File: src/rtl/ptp_pkg.sv
package ptp_pkg;
    localparam int REG_AW = 3;

    localparam logic [REG_AW-1:0] RA_CFG   = 3'd0;
    localparam logic [REG_AW-1:0] RA_T8CTL = 3'd1;
    localparam logic [REG_AW-1:0] RA_T16CTL = 3'd2;
    localparam logic [REG_AW-1:0] RA_MIX   = 3'd3;
    localparam logic [REG_AW-1:0] RA_T8RL  = 3'd4;
    localparam logic [REG_AW-1:0] RA_T16HI = 3'd5;
    localparam logic [REG_AW-1:0] RA_T16LO = 3'd6;
    localparam logic [REG_AW-1:0] RA_IRQ   = 3'd7;

    typedef enum logic [1:0] {
        EDGE_NONE = 2'b00,
        EDGE_RISE = 2'b01,
        EDGE_FALL = 2'b10,
        EDGE_BOTH = 2'b11
    } edge_mode_e;
endpackage

File: src/rtl/ptp_front.sv
module ptp_front #(
    parameter int FILT_W = 4,
    parameter int DSEL_W = 2
) (
    input  logic              clk,
    input  logic              rst_n,
    input  logic              pin_a,
    input  logic              pin_b,
    input  logic              src_sel,
    input  logic [DSEL_W-1:0] div_sel,
    input  logic [FILT_W-1:0] filt_thr,
    input  logic [1:0]        edge_mode,
    output logic              tick,
    output logic              evt,
    output logic              evt_fall
);
    import ptp_pkg::*;

    localparam int DCNT_W = (1 << DSEL_W) - 1;

    typedef struct packed {
        logic [1:0]        sync;
        logic [DCNT_W-1:0] div;
        logic [FILT_W-1:0] fcnt;
        logic              level;
        logic              level_dly;
    } front_t;

    front_t s_d, s_q;
    logic [DCNT_W-1:0] mask;
    logic rise, fall;

    always_comb begin
        mask = DCNT_W'((1 << div_sel) - 1);
        tick = ((s_q.div & mask) == mask);
        s_d  = s_q;
        s_d.sync      = {s_q.sync[0], src_sel ? pin_b : pin_a};
        s_d.div       = s_q.div + 1'b1;
        s_d.level_dly = s_q.level;
        if (s_q.sync[1] == s_q.level) begin
            s_d.fcnt = '0;
        end else if (tick) begin
            if (s_q.fcnt >= filt_thr) begin
                s_d.level = s_q.sync[1];
                s_d.fcnt  = '0;
            end else begin
                s_d.fcnt = s_q.fcnt + 1'b1;
            end
        end
        rise     = s_q.level & ~s_q.level_dly;
        fall     = ~s_q.level & s_q.level_dly;
        evt      = (rise && (edge_mode == EDGE_RISE || edge_mode == EDGE_BOTH)) ||
                   (fall && (edge_mode == EDGE_FALL || edge_mode == EDGE_BOTH));
        evt_fall = fall;
    end

    always_ff @(posedge clk) begin
        if (!rst_n) s_q <= '0;
        else        s_q <= s_d;
    end
endmodule

File: src/rtl/ptp_timer.sv
module ptp_timer #(
    parameter int CNT_W = 8,
    parameter int NCAP  = 2
) (
    input  logic                  clk,
    input  logic                  rst_n,
    input  logic                  tick,
    input  logic                  evt,
    input  logic                  evt_fall,
    input  logic                  run,
    input  logic                  gen,
    input  logic [CNT_W-1:0]      rl_hi,
    input  logic [CNT_W-1:0]      rl_lo,
    output logic [NCAP*CNT_W-1:0] cap,
    output logic                  wave,
    output logic                  done
);
    localparam logic [CNT_W-1:0] CNT_MAX = '1;

    typedef struct packed {
        logic [CNT_W-1:0]            cnt;
        logic [NCAP-1:0][CNT_W-1:0]  cap;
        logic                        wave;
    } tmr_t;

    tmr_t s_d, s_q;
    int   slot;

    always_comb begin
        s_d  = s_q;
        done = 1'b0;
        slot = (NCAP > 1 && !evt_fall) ? 1 : 0;
        if (!run) begin
            s_d.cnt  = rl_lo;
            s_d.wave = 1'b0;
        end else if (gen) begin
            if (tick) begin
                if (s_q.cnt == '0) begin
                    s_d.wave = ~s_q.wave;
                    s_d.cnt  = s_q.wave ? rl_lo : rl_hi;
                    done     = 1'b1;
                end else begin
                    s_d.cnt = s_q.cnt - 1'b1;
                end
            end
        end else if (evt) begin
            for (int i = 0; i < NCAP; i++) begin
                if (i == slot) s_d.cap[i] = s_q.cnt;
            end
            s_d.cnt = tick ? CNT_W'(1) : '0;
            done    = 1'b1;
        end else if (tick && s_q.cnt != CNT_MAX) begin
            s_d.cnt = s_q.cnt + 1'b1;
        end
    end

    always_ff @(posedge clk) begin
        if (!rst_n) s_q <= '0;
        else        s_q <= s_d;
    end

    assign cap  = s_q.cap;
    assign wave = s_q.wave;
endmodule

File: src/rtl/pulse_timer_pair.sv
module pulse_timer_pair #(
    parameter int NARROW_W = 8,
    parameter int WIDE_W   = 16,
    parameter int FILT_W   = 4,
    parameter int DSEL_W   = 2,
    parameter int DATA_W   = 16
) (
    input  logic                        clk,
    input  logic                        rst_n,
    input  logic                        wr_en,
    input  logic [ptp_pkg::REG_AW-1:0]  addr,
    input  logic [DATA_W-1:0]           wdata,
    output logic [DATA_W-1:0]           rdata,
    input  logic                        pin_cmp,
    input  logic                        pin_gpio,
    input  logic [2:0]                  port_dflt,
    output logic                        out_t8,
    output logic                        out_t16,
    output logic                        out_mix,
    output logic                        irq_t8,
    output logic                        irq_t16
);
    import ptp_pkg::*;

    localparam int DIV_LSB  = 3;
    localparam int FILT_LSB = DIV_LSB + DSEL_W;

    typedef struct packed {
        logic [1:0]          edge_mode;
        logic                src;
        logic [DSEL_W-1:0]   div_sel;
        logic [FILT_W-1:0]   filt;
        logic                t8_run, t8_gen, t8_oe;
        logic                t16_run, t16_gen, t16_oe;
        logic                mix_or, mix_oe;
        logic [NARROW_W-1:0] t8_hi, t8_lo;
        logic [WIDE_W-1:0]   t16_hi, t16_lo;
        logic                irq8, irq16;
    } regs_t;

    regs_t r_d, r_q;

    logic tick, evt, evt_fall;
    logic t8_run, t8_gen, t8_wave, t8_done;
    logic t16_wave, t16_done;
    logic [2*NARROW_W-1:0] t8_cap;
    logic [WIDE_W-1:0]     t16_cap;
    logic clr8, clr16, mix;

    assign t8_run = r_q.t8_run;
    assign t8_gen = r_q.t8_gen;

    ptp_front #(.FILT_W(FILT_W), .DSEL_W(DSEL_W)) u_front (
        .clk(clk), .rst_n(rst_n), .pin_a(pin_cmp), .pin_b(pin_gpio),
        .src_sel(r_q.src), .div_sel(r_q.div_sel), .filt_thr(r_q.filt),
        .edge_mode(r_q.edge_mode), .tick(tick), .evt(evt), .evt_fall(evt_fall)
    );

    ptp_timer #(.CNT_W(NARROW_W), .NCAP(2)) u_t8 (
        .clk(clk), .rst_n(rst_n), .tick(tick), .evt(evt), .evt_fall(evt_fall),
        .run(t8_run), .gen(t8_gen), .rl_hi(r_q.t8_hi), .rl_lo(r_q.t8_lo),
        .cap(t8_cap), .wave(t8_wave), .done(t8_done)
    );

    ptp_timer #(.CNT_W(WIDE_W), .NCAP(1)) u_t16 (
        .clk(clk), .rst_n(rst_n), .tick(tick), .evt(evt), .evt_fall(evt_fall),
        .run(r_q.t16_run), .gen(r_q.t16_gen), .rl_hi(r_q.t16_hi), .rl_lo(r_q.t16_lo),
        .cap(t16_cap), .wave(t16_wave), .done(t16_done)
    );

    always_comb begin
        r_d = r_q;
        if (wr_en) begin
            case (addr)
                RA_CFG: begin
                    r_d.edge_mode = wdata[1:0];
                    r_d.src       = wdata[2];
                    r_d.div_sel   = wdata[DIV_LSB +: DSEL_W];
                    r_d.filt      = wdata[FILT_LSB +: FILT_W];
                end
                RA_T8CTL:  {r_d.t8_oe, r_d.t8_gen, r_d.t8_run}    = wdata[2:0];
                RA_T16CTL: {r_d.t16_oe, r_d.t16_gen, r_d.t16_run} = wdata[2:0];
                RA_MIX:    {r_d.mix_oe, r_d.mix_or}               = wdata[1:0];
                RA_T8RL: begin
                    r_d.t8_hi = wdata[NARROW_W-1:0];
                    r_d.t8_lo = wdata[2*NARROW_W-1:NARROW_W];
                end
                RA_T16HI: r_d.t16_hi = wdata[WIDE_W-1:0];
                RA_T16LO: r_d.t16_lo = wdata[WIDE_W-1:0];
                default: ;
            endcase
        end
        clr8      = wr_en && (addr == RA_IRQ) && wdata[0];
        clr16     = wr_en && (addr == RA_IRQ) && wdata[1];
        r_d.irq8  = (r_q.irq8 & ~clr8) | t8_done;
        r_d.irq16 = (r_q.irq16 & ~clr16) | t16_done;
    end

    always_ff @(posedge clk) begin
        if (!rst_n) r_q <= '0;
        else        r_q <= r_d;
    end

    always_comb begin
        case (addr)
            RA_CFG:    rdata = DATA_W'({r_q.filt, r_q.div_sel, r_q.src, r_q.edge_mode});
            RA_T8CTL:  rdata = DATA_W'({r_q.t8_oe, r_q.t8_gen, r_q.t8_run});
            RA_T16CTL: rdata = DATA_W'({r_q.t16_oe, r_q.t16_gen, r_q.t16_run});
            RA_MIX:    rdata = DATA_W'({r_q.mix_oe, r_q.mix_or});
            RA_T8RL:   rdata = DATA_W'(t8_cap);
            RA_T16HI:  rdata = DATA_W'(t16_cap);
            RA_T16LO:  rdata = DATA_W'(r_q.t16_lo);
            default:   rdata = DATA_W'({r_q.irq16, r_q.irq8});
        endcase
        mix     = r_q.mix_or ? (t8_wave | t16_wave) : (t8_wave & t16_wave);
        out_t8  = r_q.t8_oe  ? t8_wave  : port_dflt[0];
        out_t16 = r_q.t16_oe ? t16_wave : port_dflt[1];
        out_mix = r_q.mix_oe ? mix      : port_dflt[2];
    end

    assign irq_t8  = r_q.irq8;
    assign irq_t16 = r_q.irq16;
endmodule

File: config.mk
export PLATFORM = sky130hd
export DESIGN_NAME = pulse_timer_pair
export DESIGN_NICKNAME = d
export VERILOG_FILES = /design/src/rtl/ptp_pkg.sv /design/src/rtl/ptp_front.sv /design/src/rtl/ptp_timer.sv /design/src/rtl/pulse_timer_pair.sv
export SDC_FILE = /design/constraint.sdc
export NUM_CORES = 1
export LEC_CHECK = 0
export ABC_AREA = 1
export BUFFER_PORTS_ARGS = -buffer_cell sky130_fd_sc_hd__buf_2
export CAP_MARGIN = 40
export CORE_UTILIZATION = 30
export CTS_BUF_LIST = sky130_fd_sc_hd__clkbuf_16
export DETAILED_ROUTE_END_ITERATION = 8
export GPL_TIMING_DRIVEN = 0
export SETUP_SLACK_MARGIN = 0.1
export SYNTH_ARGS = -nofsm -noshare
export SYNTH_HDL_FRONTEND = slang
export SYNTH_SLANG_ARGS = --single-unit
File: constraint.sdc
create_clock -name clk -period 4.9 [get_ports clk]
set_input_delay 0.49 -clock clk [delete_from_list [all_inputs] [get_ports clk]]
set_output_delay 0.49 -clock clk [all_outputs]
set_load 0.02 [all_outputs]
==> impl_metrics.yaml, run 1 <==
routing:
  routed_wl_um: 26600
  via_count: 7824
  vias_per_cell: 5.07
  drc: 0
  drt_first_pass_iters: 5
  drtAntennaViolNets: 0
  wire_per_inst_um: 17.3
  drt_iter0_markers: 656
layout:
  nFillCells: 2645
  utilization_pct: 35.5
  register_area_sq_um: 2720
  post_layout_nonfiller_instances: 1542
  syn_to_final_growth_pct: 15.8
  drive_gt1_share_pct: 9.77
  layout.nets: 1245
  finalInstanceArea_sq_um: 8640
  diodes: 0
  multi_input_area_sq_um: 4070
sta:
  fin_crit_ns: 2.81
  timing.final.max_slew_violations: 0
  hold_violations: 0
  finalCritPeriodShare_pct: 57.3
  setup_tns_ns: 0
  final.setup_skew_ns: 0.0124
  max_slew.worst_pin.slew_ns: 0.755
  rsz0062_at_grt: "false"
  relSlewSlack_pct: 49.7
  fmax_ghz: 0.356
  setup_viol: 0
synthesis:
  yosysUniqueCellTypes: 40
  synth_area_sq_um: 7460
  synth_nets: 1180
  syn_avg_cell_area_sq_um: 6.53
  ys_async_sr_fraction_pct: 0
  synth-main-ff-cell: "dfxtp_1"
  syn_inst: 1141
  synth_edf_count: 0
  yosysSeqAreaShare_pct: 36.5
  synth-warning-count: 0
  synth_seq_cells: 136
setup_path:
  critPathArrivalTime_ns: 2.32
  cp.required_ns: 4.41
  endpoint_kind: "primary output"
  critical_path.max_fanout: 10
  startpoint_type: "input port"
  crit_type: "input port to primary output"
global_routing:
  overflow: 0
  grt_max_degree: 17
  grt_pass1_vias: 7337
  grtUsageTotal_pct: 21.0
  grt_pass1_wl_um: 41600
  antenna_found_initial: 0
clock_tree:
  clk_latency_ns: 0.44
  clkSlewWorstSetupHoldPaths_ns: 0.06
  cts_tree: "done"
  cts_max_level: 4
  post_cts_buffers: 0
  cts_buffers: 17
  clockRootBuffer: "clkbuf_16"
  hold_buffers: 0
  clkSinkCount: 136
  cts.path.max_buffers: 2
  cts_resized: 0
placed_design:
  dpl.hpwl_um: 20300
  gp_congestion: 0.919
  placedCellCount: 1511
  portBuffers: 46
  placed_area_sq_um: 8090
floorplan:
  core.rowCount: 57
  die-area_sq_um: 25500
  num_io_pins: 48
  coreArea_sq_um: 24300
  die_w_um: 160
  start_util_pct: 30.7
  die_h_um: 160
outcome:
  status: "complete, no violations"
power:
  total_power_mw: 2.78
  cellPowerDensity_nw_per_um2: 322
  p_leak_nw: 3.67
  ir_drop_mv: 0.297
hold_path:
  hold_class: "input port to register"
flow_run:
  drv_cap: 0
## where the power goes
| part | switching, mW | leakage, nW | total [mW] | internal (mW) |
|---|---|---|---|---|
| clock network | 0.495 | 0.278 | 1.22 | 0.730 |
| logic | 0.275 | 2.29 | 0.395 | 0.120 |
| registers | 0.0242 | 1.10 | 1.16 | 1.14 |
## cell type report
cell class / count / share of cell area [%]
Multi-Input combinational cell: 844 / 47.2
Clock inverter: 14 / 1.38
Tap cell: 324 / 4.69
Timing Repair Buffer: 46 / 2.67
Buffer: 54 / 3.00
Inverter: 107 / 4.65
Clock buffer: 17 / 4.93
Sequential cell: 136 / 31.5
## critical path, cell delays in order
cell      delay (ns)
buf_2           0.14
inv_1           0.15
nor2_4          0.09
inv_2           0.10
clkbuf_1        0.43
nor2_1          0.09
a221oi_1        0.44
o21ai_0         0.18
buf_2           0.20
## cells by family after synthesis
| kind of cell | Yosys count | share of synthesized area (%) |
|---|---|---|
| and+or+nand+nor | 489 | 27.2 |
| AOI/OAI and AO/OA | 324 | 23.1 |
| buffers and inverters | 161 | 8.86 |
| DFF | 136 | 36.5 |
| xor gates and xnor gates | 14 | 1.64 |
| adders and majority gates | 12 | 2.01 |
| muxes | 5 | 0.671 |
## Yosys cell counts (all sizes together) (2+ instances only)
library cell / instances / area [sq um]
dfxtp: 136 / 2720
xnor2: 2 / 17.5
o211ai: 12 / 95.1
nand4: 14 / 87.6
or2: 3 / 18.8
clkbuf: 33 / 125
o22ai: 3 / 18.8
o2111ai: 3 / 26.3
o2bb2ai: 2 / 17.5
a21oi: 125 / 633
clkinv: 3 / 11.3
xor2: 12 / 105
o21ai: 168 / 841
nand2: 252 / 948
ha: 12 / 150
nor2: 150 / 606
nand3: 59 / 295
inv: 104 / 390
a221oi: 7 / 61.3
mux2i: 5 / 50.1
buf: 21 / 134
a31oi: 2 / 12.5
nor3: 9 / 55.1
## final timing paths
check	start	endpoint	slack, ns	cells past startpoint
hold reg to reg	u_front.s_d[10]	u_front.s_q[10]	0.41	2
hold / removal	pin_gpio	u_front.s_d[10]	0.29	3
setup reg to reg	t8_run	u_t8.cap[15]	2.86	7
setup / recovery	addr[2]	rdata[6]	2.09	9
## registers in the layout (all words and copies together) (netlist names)
register / cells
u_front.s_q: 9
u_front.s_d: 2
irq_t16: 1
u_t16.s_q: 16
irq_t8: 1
u_t8.wave: 1
u_t16.cap: 16
u_t16.wave: 1
u_t8.s_q: 8
u_t8.cap: 16
t8_gen: 1
r_q: 63
t8_run: 1
## cell usage in the layout (no fill, tap or decap), types with 2 or more instances in the layout
cell,netlist,final
a21oi_1,123,123
a21oi_2,2,2
a221oi_1,7,7
a31oi_1,2,2
buf_1,2,2
buf_2,14,60
buf_6,3,3
bufinv_16,0,2
clkbuf_1,32,32
clkbuf_16,0,17
clkinv_1,3,6
clkinv_2,0,4
dfxtp_1,136,136
ha_1,12,12
inv_1,95,98
inv_2,9,9
mux2i_1,5,5
nand2_1,251,251
nand3_1,59,59
nand4_1,14,14
nor2_1,141,141
nor2_2,5,5
nor2_4,4,4
nor3_1,7,7
nor3_2,2,2
o2111ai_1,3,3
o211ai_1,11,11
o21ai_0,160,160
o21ai_1,8,8
o22ai_1,3,3
o2bb2ai_1,2,2
or2_2,3,3
xnor2_1,2,2
xor2_1,12,12
## metal layers
metal | global-route usage (%) | vias up | share of wire (%)
met5 | 0 | - | 0
met4 | 8.52 | 0 | 2.8
met3 | 2.86 | 50 | 5.5
met2 | 34.3 | 235 | 46
met1 | 27.8 | 3627 | 45
li1 | - | 3912 | -
## through the flow
stage	setup slack [ns]	hold WS, ns
final	2.09	0.289
after global routing	1.97	0.320
after CTS	2.09	0.292
after detailed placement	2.11	0.398
after global placement	2.10	0.397
after floorplan	2.85	0.390
Power figures use the tool's default switching activity.
==> run 2: changes to the inputs <==
clock period = 2.65 ns   (was 4.9 ns; I/O delays follow)
==> run 2 against run 1 <==
  * Largest cell class unchanged
  * Largest power group unchanged
  * Die area did not move
  * Final cell count did not move
  * Sequential power rose by 85%
  * Non-clock buffer count did not move
  * Critical path type unchanged
  * Critical endpoint unchanged
  * Clock power rose by 86%
  * Clock-buffer cell count did not move
==> impl_metrics.yaml, run 2 (same netlist as run 1, synthesis figures left out) <==
outcome:
  status: "complete, no violations"
clock_tree:
  cts_buffers: 17
  post_cts_buffers: 0
  clkSinkCount: 136
  cts_max_level: 4
  clk_latency_ns: 0.44
  cts_resized: 0
  cts_tree: "done"
  clockRootBuffer: "clkbuf_16"
  hold_buffers: 0
  clkSlewWorstSetupHoldPaths_ns: 0.06
  cts.path.max_buffers: 2
setup_path:
  crit_cells: 9
  critPathArrivalTime_ns: 2.09
  critPathSlowestCell: "a221oi_1"
  endpoint_kind: "primary output"
  slowest_delay_ns: 0.44
  reg2reg_depth: 7
  cp_top_family: "buffers and inverters"
  endpoint: "rdata[6]"
  path_common_cell: "buf_2"
  cp.required_ns: 2.38
  startpoint_type: "input port"
  crit_type: "input port to primary output"
  reg2reg_slack_ns: 0.61
  r2r_start: "t8_run"
  startpoint: "addr[2]"
  r2r_end: "u_t8.cap[15]"
  path_cells: "buf_2 > inv_1 > nor2_4 > inv_2 > clkbuf_1 > nor2_1 > a221oi_1 > o21ai_0 > buf_2"
  critical_path_buf_inv_count: 5
  critical_path.max_fanout: 10
global_routing:
  antenna_found_initial: 0
  grt_max_degree: 17
  overflow: 0
  grt_pass1_vias: 7337
  grtUsageTotal_pct: 21.0
  grt_pass1_wl_um: 41600
power:
  switching_power_mw: 1.47
  total_power_mw: 5.15
  switching_share_pct: 28.6
  cellPowerDensity_nw_per_um2: 596
  seqPwrFrac_pct: 41.7
  power.clock.fraction_pct: 44.0
  intPower_mw: 3.67
  combPwrFrac_pct: 14.2
  ir_drop_mv: 0.551
  p_leak_nw: 3.67
layout:
  final_cell_mix: "nand2_1 (251), o21ai_0 (160), nor2_1 (141), dfxtp_1 (136), a21oi_1 (123)"
  final_common_cell: "nand2_1"
  layout.nets: 1245
  post_layout_nonfiller_instances: 1542
  syn_to_final_growth_pct: 15.8
  diodes: 0
  drive_gt1_share_pct: 9.85
  largest_reg_flops: 63
  largest-register: "r_q"
sta:
  timing.hold.ws_ns: 0.0636
  timing.final.max_slew_violations: 0
  max_slew.worst_pin.slew_ns: 0.749
  final.setup_skew_ns: 0.0122
  fin_crit_ns: 2.36
  hold_violations: 0
  finalCritPeriodShare_pct: 88.9
  setup_slack_ns: 0.294
  setup_tns_ns: 0
  fmax_ghz: 0.424
  setup_viol: 0
  rsz0062_at_grt: "false"
  relSlewSlack_pct: 50.1
routing:
  drc: 0
  drtAntennaViolNets: 0
  wire_per_inst_um: 17.3
  via_count: 7859
  routed_wl_um: 26700
  drt_first_pass_iters: 5
  drt_iter0_markers: 655
  vias_per_cell: 5.10
hold_path:
  min_from: "pin_gpio"
  hold_class: "input port to register"
placed_design:
  placedCellCount: 1511
  dpl.hpwl_um: 20300
  pre_cts_ws_ns: 0.306
  gp_congestion: 0.919
  portBuffers: 46
floorplan:
  start_util_pct: 30.7
  die_w_um: 160
  die_h_um: 160
  num_io_pins: 48
  coreArea_sq_um: 24300
  core.rowCount: 57
  die-area_sq_um: 25500
flow_run:
  drv_cap: 0
## run 2: cell count changes in the layout (fill, tap and decap cells not counted)
cell      before  now
clkbuf_2       1    2
clkbuf_1      32   31
## run 2: power groups by stage
| stage | Combinational, mW | Sequential (mW) | Clock, mW |
|---|---|---|---|
| 2_1_floorplan | 0.493 | 2.18 | 0 |
| 3_3_place_gp | 0.711 | 2.19 | 0 |
| 3_5_place_dp | 0.716 | 2.19 | 0 |
| 4_1_cts | 0.721 | 2.15 | 2.27 |
| 5_1_grt | 0.811 | 2.15 | 2.36 |
| 6_report | 0.732 | 2.15 | 2.27 |
## run 2: cell type report
type                       count  area (sq um)
buffer                        54           260
clock buffer                  17           425
clock inverter                14           119
fill                        2644         15700
inverter                     107           402
multi-input combinational    844          4070
sequential                   136          2720
tap                          324           405
timing repair buffer          46           230
## run 2: worst min-delay path by stage
| stage | to | slack (ns) | cells after the start |
|---|---|---|---|
| final | u_front.s_d[10] | 0.06 | 3 |
| after global routing | u_front.s_d[10] | 0.1 | 3 |
| after floorplan | u_front.s_q[10] | 0.39 | 2 |
| after global placement | u_front.s_q[10] | 0.40 | 2 |
| after CTS | u_front.s_d[10] | 0.07 | 3 |
| after detailed placement | u_front.s_q[10] | 0.40 | 2 |
## run 2: per-stage QoR
step | cell area (sq um) | util [%]
after floorplan | 7460 | -
after global placement | 8090 | 33.3
after detailed placement | 8090 | 33.3
after CTS | 8640 | 35.5
after global routing | 8640 | 35.5
final | 8640 | 35.5
## run 2: worst register-to-register path: cells and delay by family (launching register included)
kind	cells	cell delay, ns
compound gates	2	0.26
flops	1	0.40
buf+inv	3	0.72
simple gates	2	0.59
## run 2: per-layer routing
| metal | GRT usage, % | vias up | wire length (um) |
|---|---|---|---|
| li1 | - | 3914 | - |
| met1 | 27.8 | 3648 | 12000 |
| met2 | 34.3 | 250 | 12400 |
| met3 | 2.86 | 47 | 1590 |
| met4 | 8.52 | 0 | 730 |
| met5 | 0 | - | 0 |
==> run 3: changes to the inputs <==
MAX_ROUTING_LAYER = met4   (was not set)
==> run 3 against run 2 <==
  * Sequential power about the same
  * Clock power grew 7%
  * Worst hold slack improved by 0.011 ns
  * Utilization up 0.21 points
  * First-iteration DRC count decreased by 11%
  * Flip-flop and latch count stayed put
  * Clock skew fell by 0.0045 ns
  * Die area unchanged
  * Critical path depth is 2 higher
  * Largest cell class unchanged
==> impl_metrics.yaml, run 3 (same netlist as run 1, synthesis figures left out) <==
outcome:
  status: "complete, no violations"
floorplan:
  die_h_um: 160
  start_util_pct: 30.7
  die-area_sq_um: 25500
  num_io_pins: 48
  core.rowCount: 57
  coreArea_sq_um: 24300
  die_w_um: 160
clock_tree:
  clk_latency_ns: 0.43
  clkSlewWorstSetupHoldPaths_ns: 0.06
  cts.path.max_buffers: 2
  cts_max_level: 4
  clockRootBuffer: "clkbuf_16"
  clkSinkCount: 136
  hold_buffers: 0
  cts_tree: "done"
  cts_buffers: 17
setup_path:
  startpoint_type: "input port"
  crit_type: "input port to primary output"
  critPathArrivalTime_ns: 2.07
  cp.required_ns: 2.38
  critical_path.max_fanout: 10
  endpoint_kind: "primary output"
power:
  ir_drop_mv: 0.483
  combPwrFrac_pct: 13.7
  switching_power_mw: 1.45
  power.clock.fraction_pct: 45.9
  intPower_mw: 3.87
  cellPowerDensity_nw_per_um2: 612
  switching_share_pct: 27.3
  p_leak_nw: 3.69
  seqPwrFrac_pct: 40.4
layout:
  layout.nets: 1245
  final_cell_mix: "nand2_1 (251), o21ai_0 (160), nor2_1 (141), dfxtp_1 (136), a21oi_1 (123)"
  drive_gt1_share_pct: 9.76
  final_common_cell: "nand2_1"
  syn_to_final_growth_pct: 16.5
  largest-register: "r_q"
  largest_reg_flops: 63
  utilization_pct: 35.7
routing:
  via_count: 7799
  vias_per_cell: 5.05
  drc: 0
  wire_per_inst_um: 17.1
  drt_first_pass_iters: 5
  routed_wl_um: 26500
  drt_iter0_markers: 586
  drtAntennaViolNets: 0
flow_run:
  drv_cap: 0
sta:
  rsz0062_at_grt: "false"
  final.setup_skew_ns: 0.00775
  timing.final.max_slew_violations: 0
  finalCritPeriodShare_pct: 88.2
  setup_viol: 0
  relSlewSlack_pct: 53.7
  setup_tns_ns: 0
  timing.hold.ws_ns: 0.0749
  fin_crit_ns: 2.34
  setup_slack_ns: 0.312
  hold_violations: 0
  max_slew.worst_pin.slew_ns: 0.694
  fmax_ghz: 0.428
global_routing:
  grt_max_degree: 17
  antenna_found_initial: 1
  grt_pass1_vias: 7307
  grt_pass1_wl_um: 41300
  grtUsageTotal_pct: 21.6
  overflow: 0
placed_design:
  portBuffers: 46
  pre_cts_ws_ns: 0.310
  dpl.hpwl_um: 20400
  gp_congestion: 0.939
hold_path:
  hold_class: "input port to register"
run 3: changes by cell type in the layout (fill, tap and decap cells not counted), sizes merged:
cell    change
diode       +1
bufinv      +2
clkinv      -1
run 3: area by class of cell:
class	count	area [sq um]
fill	2648	15600
multi-input combinational	844	4070
sequential	136	2720
clock buffer	17	425
tap	324	405
inverter	107	402
buffer	54	260
timing repair buffer	46	230
clock inverter	15	168
antenna	1	2.50
run 3: critical path: stages:
cell,delay (ns)
buf_2,0.13
inv_1,0.07
nor2_1,0.05
inv_2,0.07
nor2_4,0.06
inv_2,0.10
clkbuf_1,0.44
nor2_1,0.09
a221oi_1,0.42
o21ai_0,0.19
buf_2,0.20
run 3: worst paths after layout:
path / from / to / slack, ns / cells after the start
setup / recovery: addr[1] / rdata[6] / 0.31 / 11
hold / removal: pin_gpio / u_front.s_d[10] / 0.07 / 3
setup reg to reg: u_front.s_d[0] / u_t16.s_q[29] / 0.63 / 11
hold reg to reg: u_front.s_d[10] / u_front.s_q[10] / 0.41 / 2
run 3: metal layers:
metal | part of all wire (%) | track usage [%]
met4 | 2.8 | 8.57
met2 | 47 | 34.5
met1 | 45 | 27.7
met3 | 5.2 | 2.47
met5 | 0 | -
run 3: per-stage QoR:
| stage | instance area [sq um] | total power, mW | instances |
|---|---|---|---|
| after CTS | 8680 | 5.32 | 1543 |
| final | 8690 | 5.32 | 1544 |
| after global routing | 8690 | 5.51 | 1544 |
| after global placement | 8090 | 2.90 | 1511 |
| after detailed placement | 8090 | 2.90 | 1511 |
| after floorplan | 7460 | 2.67 | 1141 |
run 3: power by group through the flow:
stage	Combinational, mW	Clock [mW]	Sequential, mW
finish	0.729	2.44	2.15
global placement	0.712	0	2.19
detailed placement	0.714	0	2.19
floorplan	0.493	0	2.18
global route	0.812	2.55	2.15
CTS	0.719	2.46	2.15
run 3: timing repair:
| action | CTS | global route |
|---|---|---|
| setup endpoints to repair | 0 | 1 |
| buffers inserted | 0 | 0 |
| endpoints found under the hold margin | 0 | 0 |
| gates resized for setup | 0 | 2 |
